File: config.mk
export PLATFORM = sky130hd
export DESIGN_NAME = rqm_master
export DESIGN_NICKNAME = d
export VERILOG_FILES = /design/src/rtl/rqm_pkg.sv /design/src/rtl/rqm_addr_phase.sv /design/src/rtl/rqm_data_phase.sv /design/src/rtl/rqm_master.sv
export SDC_FILE = /design/constraint.sdc
export NUM_CORES = 1
export LEC_CHECK = 0
export ABC_AREA = 1
export ABC_CLOCK_PERIOD_IN_PS = 1800
export BUFFER_PORTS_ARGS = -buffer_cell sky130_fd_sc_hd__buf_2
export CORE_AREA = 2 2 77 152
export DETAILED_ROUTE_END_ITERATION = 6
export DIE_AREA = 0 0 79 154
export PLACE_DENSITY = 0.8
export SLEW_MARGIN = 20
export SYNTH_ARGS = -nofsm -noshare
export SYNTH_HDL_FRONTEND = slang
export SYNTH_SLANG_ARGS = --single-unit
File: constraint.sdc
create_clock -name clk -period 1.8 [get_ports clk]
set_input_delay 0.18 -clock clk [delete_from_list [all_inputs] [get_ports clk]]
set_output_delay 0.18 -clock clk [all_outputs]
set_load 0.05 [all_outputs]
File: src/rtl/rqm_pkg.sv
package rqm_pkg;
  typedef enum logic [1:0] {
    TR_IDLE = 2'b00,
    TR_BUSY = 2'b01,
    TR_NSEQ = 2'b10,
    TR_SEQ  = 2'b11
  } trans_e;

  localparam logic [1:0] RSP_OKAY  = 2'b00;
  localparam logic [1:0] RSP_ERROR = 2'b01;
endpackage

File: src/rtl/rqm_addr_phase.sv
module rqm_addr_phase #(
  parameter int ADDR_W = 32
) (
  input  logic              clk,
  input  logic              rst_n,
  input  logic              hready,
  input  logic              addr_go,
  input  logic              err_now,
  input  logic              req_valid,
  input  logic              wr_sel,
  input  logic              rd_sel,
  input  logic              last_beat,
  input  logic [ADDR_W-1:0] beat_addr,
  output logic [ADDR_W-1:0] addr_o,
  output logic [1:0]        trans_o,
  output logic              write_o,
  output logic              lock_o,
  output logic              err_hold_o
);
  import rqm_pkg::*;

  logic [ADDR_W-1:0] addr_q, addr_d;
  trans_e            trans_q, trans_d;
  logic              write_q, write_d;
  logic              lock_q, lock_d;
  logic              in_seq_q, in_seq_d;
  logic              hold_q, hold_d;

  always_comb begin
    addr_d   = addr_q;
    trans_d  = trans_q;
    write_d  = write_q;
    lock_d   = lock_q;
    in_seq_d = in_seq_q;
    if (err_now) begin
      trans_d  = TR_IDLE;
      lock_d   = 1'b0;
      in_seq_d = 1'b0;
    end else if (addr_go) begin
      addr_d   = beat_addr;
      trans_d  = in_seq_q ? TR_SEQ : TR_NSEQ;
      write_d  = wr_sel & ~rd_sel;
      lock_d   = ~last_beat;
      in_seq_d = ~last_beat;
    end else begin
      trans_d  = TR_IDLE;
      lock_d   = in_seq_q;
    end
    if (err_now)         hold_d = 1'b1;
    else if (!req_valid) hold_d = 1'b0;
    else                 hold_d = hold_q;
  end

  always_ff @(posedge clk or negedge rst_n) begin
    if (!rst_n) begin
      addr_q   <= '0;
      trans_q  <= TR_IDLE;
      write_q  <= 1'b0;
      lock_q   <= 1'b0;
      in_seq_q <= 1'b0;
      hold_q   <= 1'b0;
    end else begin
      if (hready) begin
        addr_q   <= addr_d;
        trans_q  <= trans_d;
        write_q  <= write_d;
        lock_q   <= lock_d;
        in_seq_q <= in_seq_d;
      end
      hold_q <= hold_d;
    end
  end

  assign addr_o     = addr_q;
  assign trans_o    = trans_q;
  assign write_o    = write_q;
  assign lock_o     = lock_q;
  assign err_hold_o = hold_q;


  hold_on_wait_chk: assert property (@(posedge clk) disable iff (!rst_n)
    !hready |=> ($stable(addr_q) && $stable(trans_q) && $stable(write_q) && $stable(lock_q)));


  first_nonseq_chk: assert property (@(posedge clk) disable iff (!rst_n)
    (addr_go && !in_seq_q) |=> (trans_q == TR_NSEQ));


  lock_last_chk: assert property (@(posedge clk) disable iff (!rst_n)
    (addr_go && last_beat) |=> !lock_q);


  err_idle_chk: assert property (@(posedge clk) disable iff (!rst_n)
    err_now |=> (trans_q == TR_IDLE && !lock_q && hold_q));
endmodule

File: src/rtl/rqm_data_phase.sv
module rqm_data_phase #(
  parameter int DATA_W = 32
) (
  input  logic              clk,
  input  logic              rst_n,
  input  logic              hready,
  input  logic [1:0]        hresp,
  input  logic [1:0]        trans_i,
  input  logic              write_i,
  input  logic [DATA_W-1:0] rdata_i,
  input  logic              wd_go,
  input  logic [DATA_W-1:0] beat_wdata,
  output logic [DATA_W-1:0] wdata_o,
  output logic [DATA_W-1:0] loc_rdata_o,
  output logic              rdata_rcv_o,
  output logic              err_now_o
);
  import rqm_pkg::*;

  logic              dp_act_q, dp_wr_q;
  logic [DATA_W-1:0] stage_q, wdata_q, rdata_q;
  logic              addr_active, err_now, rcv;

  assign addr_active = (trans_i == TR_NSEQ) || (trans_i == TR_SEQ);
  assign err_now     = dp_act_q & hready & (hresp == RSP_ERROR);
  assign rcv         = dp_act_q & ~dp_wr_q & hready & (hresp == RSP_OKAY);

  always_ff @(posedge clk or negedge rst_n) begin
    if (!rst_n) begin
      dp_act_q <= 1'b0;
      dp_wr_q  <= 1'b0;
      stage_q  <= '0;
      wdata_q  <= '0;
      rdata_q  <= '0;
    end else begin
      if (wd_go) stage_q <= beat_wdata;
      if (hready) begin
        dp_act_q <= addr_active & ~err_now;
        dp_wr_q  <= write_i;
        if (addr_active && write_i && !err_now) wdata_q <= stage_q;
      end
      if (rcv) rdata_q <= rdata_i;
    end
  end

  assign wdata_o     = wdata_q;
  assign loc_rdata_o = rdata_q;
  assign rdata_rcv_o = rcv;
  assign err_now_o   = err_now;


  rdata_return_chk: assert property (@(posedge clk) disable iff (!rst_n)
    rcv |=> (rdata_q == $past(rdata_i)));


  wdata_wait_chk: assert property (@(posedge clk) disable iff (!rst_n)
    !hready |=> $stable(wdata_q));
endmodule

File: src/rtl/rqm_master.sv
module rqm_master #(
  parameter int ADDR_W = 32,
  parameter int DATA_W = 32
) (
  input  logic              clk,
  input  logic              rst_n,
  input  logic              lreq_valid,
  input  logic              lreq_wr,
  input  logic              lreq_rd,
  input  logic              lreq_last,
  input  logic [ADDR_W-1:0] lreq_addr,
  input  logic [DATA_W-1:0] lreq_wdata,
  output logic [DATA_W-1:0] lrsp_rdata,
  output logic              lreq_addr_take,
  output logic              lreq_wdata_take,
  output logic              lrsp_rdata_vld,
  output logic              bus_req,
  input  logic              bus_gnt,
  output logic [ADDR_W-1:0] bus_addr,
  output logic [1:0]        bus_trans,
  output logic              bus_write,
  output logic [2:0]        bus_size,
  output logic              bus_lock,
  output logic [DATA_W-1:0] bus_wdata,
  input  logic              bus_ready,
  input  logic [1:0]        bus_resp,
  input  logic [DATA_W-1:0] bus_rdata
);
  localparam logic [2:0] SIZE_CODE = 3'($clog2(DATA_W / 8));

  logic err_now, err_hold, addr_go, wd_go;

  assign bus_req  = lreq_valid & ~err_hold & ~err_now;
  assign addr_go  = bus_ready & bus_gnt & bus_req;
  assign wd_go    = addr_go & lreq_wr & ~lreq_rd;
  assign bus_size = SIZE_CODE;

  assign lreq_addr_take  = addr_go;
  assign lreq_wdata_take = wd_go;

  rqm_addr_phase #(.ADDR_W(ADDR_W)) u_addr (
    .clk        (clk),
    .rst_n      (rst_n),
    .hready     (bus_ready),
    .addr_go    (addr_go),
    .err_now    (err_now),
    .req_valid  (lreq_valid),
    .wr_sel     (lreq_wr),
    .rd_sel     (lreq_rd),
    .last_beat  (lreq_last),
    .beat_addr  (lreq_addr),
    .addr_o     (bus_addr),
    .trans_o    (bus_trans),
    .write_o    (bus_write),
    .lock_o     (bus_lock),
    .err_hold_o (err_hold)
  );

  rqm_data_phase #(.DATA_W(DATA_W)) u_data (
    .clk         (clk),
    .rst_n       (rst_n),
    .hready      (bus_ready),
    .hresp       (bus_resp),
    .trans_i     (bus_trans),
    .write_i     (bus_write),
    .rdata_i     (bus_rdata),
    .wd_go       (wd_go),
    .beat_wdata  (lreq_wdata),
    .wdata_o     (bus_wdata),
    .loc_rdata_o (lrsp_rdata),
    .rdata_rcv_o (lrsp_rdata_vld),
    .err_now_o   (err_now)
  );


  busreq_valid_chk: assert property (@(posedge clk) disable iff (!rst_n)
    bus_req |-> lreq_valid);


  wdata_take_chk: assert property (@(posedge clk) disable iff (!rst_n)
    lreq_wdata_take |-> (lreq_addr_take && lreq_wr));


  addr_take_chk: assert property (@(posedge clk) disable iff (!rst_n)
    lreq_addr_take |=> (bus_addr == $past(lreq_addr)));
endmodule

## Word level (Yosys, flattened, before mapping)

Cells that the tools add are included.

| operators by class | value |
|---|---|
| magnitude comparators | 0 |
| add/sub/neg operators | 0 |
| equality and inequality tests | 4 |
| multipliers | 0 |
| mux-type cells | 7 |
| divide/modulo/power cells | 0 |
| bitwise gates (word level) | 18 |
| shift-type cells | 0 |
| reductions and logical operators | 9 |

Operators by type and width:

| cell | number |
|---|---|
| AND 1 bit | 13 |
| two-way mux 1 bit | 5 |
| inverter 1 bit | 5 |
| equality test 2 bit, second input constant | 2 |
| two-way mux 2 bit | 2 |
| AND reduction 2 bit | 2 |
| AND reduction 3 bit | 1 |
| equality test 2 x 1 -> 1 bit, second input constant | 1 |
| logical AND 1 bit | 2 |
| logical NOT 2 bit | 1 |
| inequality test 2 x 1 -> 1 bit, second input constant | 1 |
| nonzero test 2 bit | 1 |
| logical NOT 1 bit | 1 |
| logical OR 1 bit | 1 |

| word-level totals | value |
|---|---|
| memory bits (writable) | 0 |
| latch bits | 0 |
| word-level logic and storage cells | 48 |
| memories kept | 0 |
| register bits after elaboration | 135 |
| bits in read-only memories | 0 |

## Depth between registers and ports, before layout

| depth | value |
|---|---|
| depth after elaboration | 7 |
| mapped depth | 8 |
| gate-level depth less buffers | 7 |

## Cells and area by module

A second synthesis with hierarchy kept.

| second synthesis, totals | value |
|---|---|
| cells, all modules | 548 |
| area total of the unflattened synthesis | 5537.8 µm² |

By module, submodules not included:

| module | sequential area each (µm²) | times used | cells an instance | area each (µm²) |
|---|---|---|---|---|
| rqm_data_phase | 2452.4 | 1 | 362 | 3893.7 |
| rqm_addr_phase | 925.9 | 1 | 169 | 1557.7 |
| rqm_master | 0.0 | 1 | 17 | 86.3 |

## Least setup slack after synthesis

OpenSTA, ideal clock, no wires.

| timing path | value |
|---|---|
| path type | reg-to-output |
| start | register u_data.dp_act_q |
| end | output lreq_wdata_take |
| required time | 1620 ps |
| path slack | 345 ps |
| path buffers | 1 |
| arrival | 1275 ps |
| stages on the path, launching flop included | 7 |
| cell sequence | dfrtp_1 nand2_1 inv_1 nand2_1 nand4_2 buf_2 inv_1 |

| on the way | value |
|---|---|
| word-level cells in the longest chain between the ends | 7 |

RTL lines:

| what | RTL line | RTL |
|---|---|---|
| from (decl) | rqm_data_phase.sv:20 | `logic dp_act_q, dp_wr_q;` |
| from (signal assigned) | rqm_data_phase.sv:38 | `dp_act_q <= addr_active & ~err_now;` |
| AND 1 bit (2 in series) | rqm_data_phase.sv:25 | `assign err_now = dp_act_q & hready & (hresp == RSP_ERROR);` |
| inverter 1 bit | rqm_master.sv:33 | `assign bus_req = lreq_valid & ~err_hold & ~err_now;` |
| AND 1 bit | rqm_master.sv:33 |  |
| AND 1 bit | rqm_master.sv:34 | `assign addr_go = bus_ready & bus_gnt & bus_req;` |
| AND 1 bit (2 in series) | rqm_master.sv:35 | `assign wd_go = addr_go & lreq_wr & ~lreq_rd;` |
| to (decl) | rqm_master.sv:15 | `output logic lreq_wdata_take,` |

Every way passes these cells.

## Worst setup path after layout

| timing path | value |
|---|---|
| start | input lreq_valid |
| end | output lreq_addr_take |

| on the way | value |
|---|---|
| word-level cells in the longest chain between the ends | 3 |

RTL lines:

| what | RTL line | RTL |
|---|---|---|
| from (decl) | rqm_master.sv:7 | `input logic lreq_valid,` |
| AND 1 bit (2 in series) | rqm_master.sv:33 |  |
| AND 1 bit | rqm_master.sv:34 |  |
| to (decl) | rqm_master.sv:14 | `output logic lreq_addr_take,` |

Every way passes these cells.

==> out/summary.md <==
- 983 — Total Nets Final
- input pin — category of the worst setup path launch point
- 5340 um^2 — netlist area before placement
- 1640 um^2 — area occupied by multi-input gates
- 48.0% — Layout area overhead
- sky130_fd_sc_hd__clkbuf_16 — CTS root buffer
- 15 — number of distinct standard cells referenced by the synthesized netlist
- 154 um — Vert. Die Dim
- 5133 — vias in the first global route
- 63.3% — fraction of post-synthesis cell area in the top cell type by area
- 0 — number of maximum-capacitance constraint violations
- 96.2% — final critical-path share of the clock period
- 0 — Yosys Warn Count
- complete, no violations — outcome
- 6540 um^2 — placed instance area
- 4 — H-Tree Depth
- 26.3% — All-Layer GR Usage
- 4 — Detailed Routing Iterations Pass 1
- 100% — share of synthesized flip-flops with an asynchronous set or reset
- 4.85 — Via density
- 9510 um — final HPWL from detailed placement
- 0 ns — Fin Setup TNS
- sky130_fd_sc_hd__nand2_1, sky130_fd_sc_hd__dfrtp_1, sky130_fd_sc_hd__inv_1 — most numerous cell types in the synthesized netlist
- output port — sort of element at the end of the critical path
- 602 — gate count after technology mapping
- 0.00660 ns — worst clock skew
- 48.8% — starting utilization of the core area
- 14.9 um — Routed WL per cell
- 135 — number of clock sinks
- 3380 um^2 — area taken by flip-flops and latches
- sky130_fd_sc_hd__dlygate4sd3_1 — Critical-path top delay cell
- 0 — remaining design rule violation count
- 65 — largest net degree at the start of global routing
- 0 — total setup violations reported at the end of the flow
- sky130_fd_sc_hd__dfrtp_1, sky130_fd_sc_hd__nand2_1, sky130_fd_sc_hd__nand4_1 — cell types occupying the most area after synthesis
- 0 — max-slew violation count
- 4 — biggest fanout along the worst timing path
- 1600 nW/um^2 — power per unit of standard cell area
- dlygate4sd3_1, buf_2, nand2_1, nor3_4, buf_4 — critical path, cell by cell
- 17 — Inserted Clock Buffers
- 1 — antenna violations before repair
- 789 — filler cell count in the final layout
- 54 — Row Count
- 7900 um^2 — final design instance area without fill
- 3 — Buffers & Inverters on Critical Path
- 8.87 um^2 — post-synthesis area per instance
- sky130_fd_sc_hd__dfrtp_1 — cell type with the highest aggregate area in the netlist
- 0.823 — RePlAce Congestion
- sky130_fd_sc_hd__nand2_1 — dominant cell by count in the synthesized netlist
- 12600 uW — Pwr Total
- 15400 um — total detailed-routing wirelength
- 0 — overflow left after global routing
- 1.62 ns — worst path required time
- 63.3% — portion of the post-synthesis area used by sequential elements
- 10900 um^2 — core area
- 1.73 ns — minimum clock period
- 0.55 ns — Slowest Stage Delay on Critical Path
- 2 — Max clock buf depth
- 135 — flip-flop and latch count after synthesis
- 0.00449 uW — leakage power summed over all cells
- buffers and inverters — crit-path leading delay family
- 213 — ports placed on the boundary
- 0.0115 ns — hold slack final
- in2reg — path type of the worst min-delay path
- 0.0681 ns — post-layout worst setup margin
- 0.960 mV — IR Drop Worst-Case VDD
- 314 — violation count after the first detailed-route iteration
- 24700 um — first-pass GRT wire length
- 0.06 ns — clock transition time at the flip-flop clock pins of the worst setup and hold paths
- built — TritonCTS clock tree
- 577 MHz — top achievable clock speed
- 0 — number of routed nets with antenna violations
- 0.41 ns — worst-skew pair later-pin latency
- no — RSZ-0062 raised after global routing
- 0 — Post-synth EDFFs
- 12200 um^2 — full die area
- in2out — Setup Crit Path Kind
- 5005 — via count
- 29.8% — share of layout cells above drive strength 1
- 0 — number of hold-slack violations in the final timing report
- 1.55 ns — arrival time worst endpoint
- 64.6% — Slew headroom
- 0.316 ns — worst-case setup slack after placement
- 0.530 ns — Least-Margin Pin Slew
- 79 um — Die W
- 209 — quantity of I/O buffers inserted on ports
- sky130_fd_sc_hd__dfrtp_1 — main flop type after synthesis
cell usage in the layout, fill, tap and decap left out, types with 2 or more instances in the layout:
cell and instances:
sky130_fd_sc_hd__dfrtp_1 135, sky130_fd_sc_hd__nor2_2 4, sky130_fd_sc_hd__nand2_2 2, sky130_fd_sc_hd__clkbuf_16 17
sky130_fd_sc_hd__buf_2 205, sky130_fd_sc_hd__bufinv_16 6, sky130_fd_sc_hd__nand4_1 32, sky130_fd_sc_hd__buf_12 2
sky130_fd_sc_hd__nor2_1 3, sky130_fd_sc_hd__inv_1 45, sky130_fd_sc_hd__clkinv_4 3, sky130_fd_sc_hd__clkbuf_8 3
sky130_fd_sc_hd__conb_1 3, sky130_fd_sc_hd__nand2_1 307, sky130_fd_sc_hd__dlygate4sd3_1 65, sky130_fd_sc_hd__buf_4 14
sky130_fd_sc_hd__o21ai_0 34
kinds of logic after synthesis:
| kind of cell | after synthesis | share of synthesized area [%] |
|---|---|---|
| flops | 135 | 63.3 |
| buf+inv | 79 | 6.40 |
| other cells | 2 | 0.141 |
| simple gates | 352 | 27.0 |
| compound gates | 34 | 3.19 |
worst register-to-register path: cells and delay by family, from the launching register on:
kind	cells	cell delay [ns]
DFF	1	0.35
and+or+nand+nor	3	0.26
AOI/OAI and AO/OA	1	0.19
buffers and inverters	2	0.55
path summary, 6_finish.rpt:
kind | start | endpoint | slack [ns] | cells past startpoint
setup / recovery | lreq_valid | lreq_addr_take | 0.07 | 5
hold reg to reg | u_data.loc_rdata_o[0] | u_data.loc_rdata_o[0] | 0.47 | 2
max in group asynchronous | rst_n | u_data.stage_q[12] | 1.04 | 3
min in group asynchronous | rst_n | u_data.wdata_o[13] | 0.20 | 2
setup reg to reg | u_data.dp_act_q | u_data.wdata_o[19] | 0.30 | 6
hold / removal | lreq_wdata[23] | u_data.stage_q[23] | 0.01 | 3
timing repair:
item / in CTS / in global routing
hold buffers: 65 / 0
setup buffers: 0 / 0
setup endpoints to repair: 0 / 3
endpoints found under the hold margin: 199 / 0
resized for setup: 0 / 8
stage by stage:
stage	utilization, %	instances
detailed placement	59.8	933
CTS	72.0	1030
global placement	59.8	933
finish	72.2	1031
floorplan	-	603
global route	72.2	1031
power by group:
group | leakage, uW | switching [uW] | internal (uW)
sequential | 0.00172 | 451 | 3840
combinational | 0.00244 | 3340 | 1010
clock | 0.000333 | 1260 | 2710
final cells by class:
type,count,area share [%]
antenna,1,0.0317
clock buffer,21,5.95
tap,140,2.22
multi-input combinational,389,20.8
sequential,135,42.7
inverter,46,2.18
timing repair buffer,288,23.3
clock inverter,11,2.77
sequential cells by signal, indices dropped and copies added (netlist names):
register,flops
u_addr.err_hold_o,1
u_data.stage_q,32
u_addr.trans_o,2
u_data.loc_rdata_o,32
u_data.dp_act_q,1
u_data.dp_wr_q,1
u_data.wdata_o,32
u_addr.write_o,1
u_addr.addr_o,32
u_addr.lock_o,1
metal layers:
metal | track usage, % | up-vias | share of wire (%)
met5 | 0 | - | 0
met4 | 13.9 | 0 | 4.6
met1 | 28.5 | 2319 | 36
met3 | 8.04 | 65 | 6.5
met2 | 45.2 | 219 | 53
li1 | - | 2402 | -
Power figures use the tool's default switching activity.
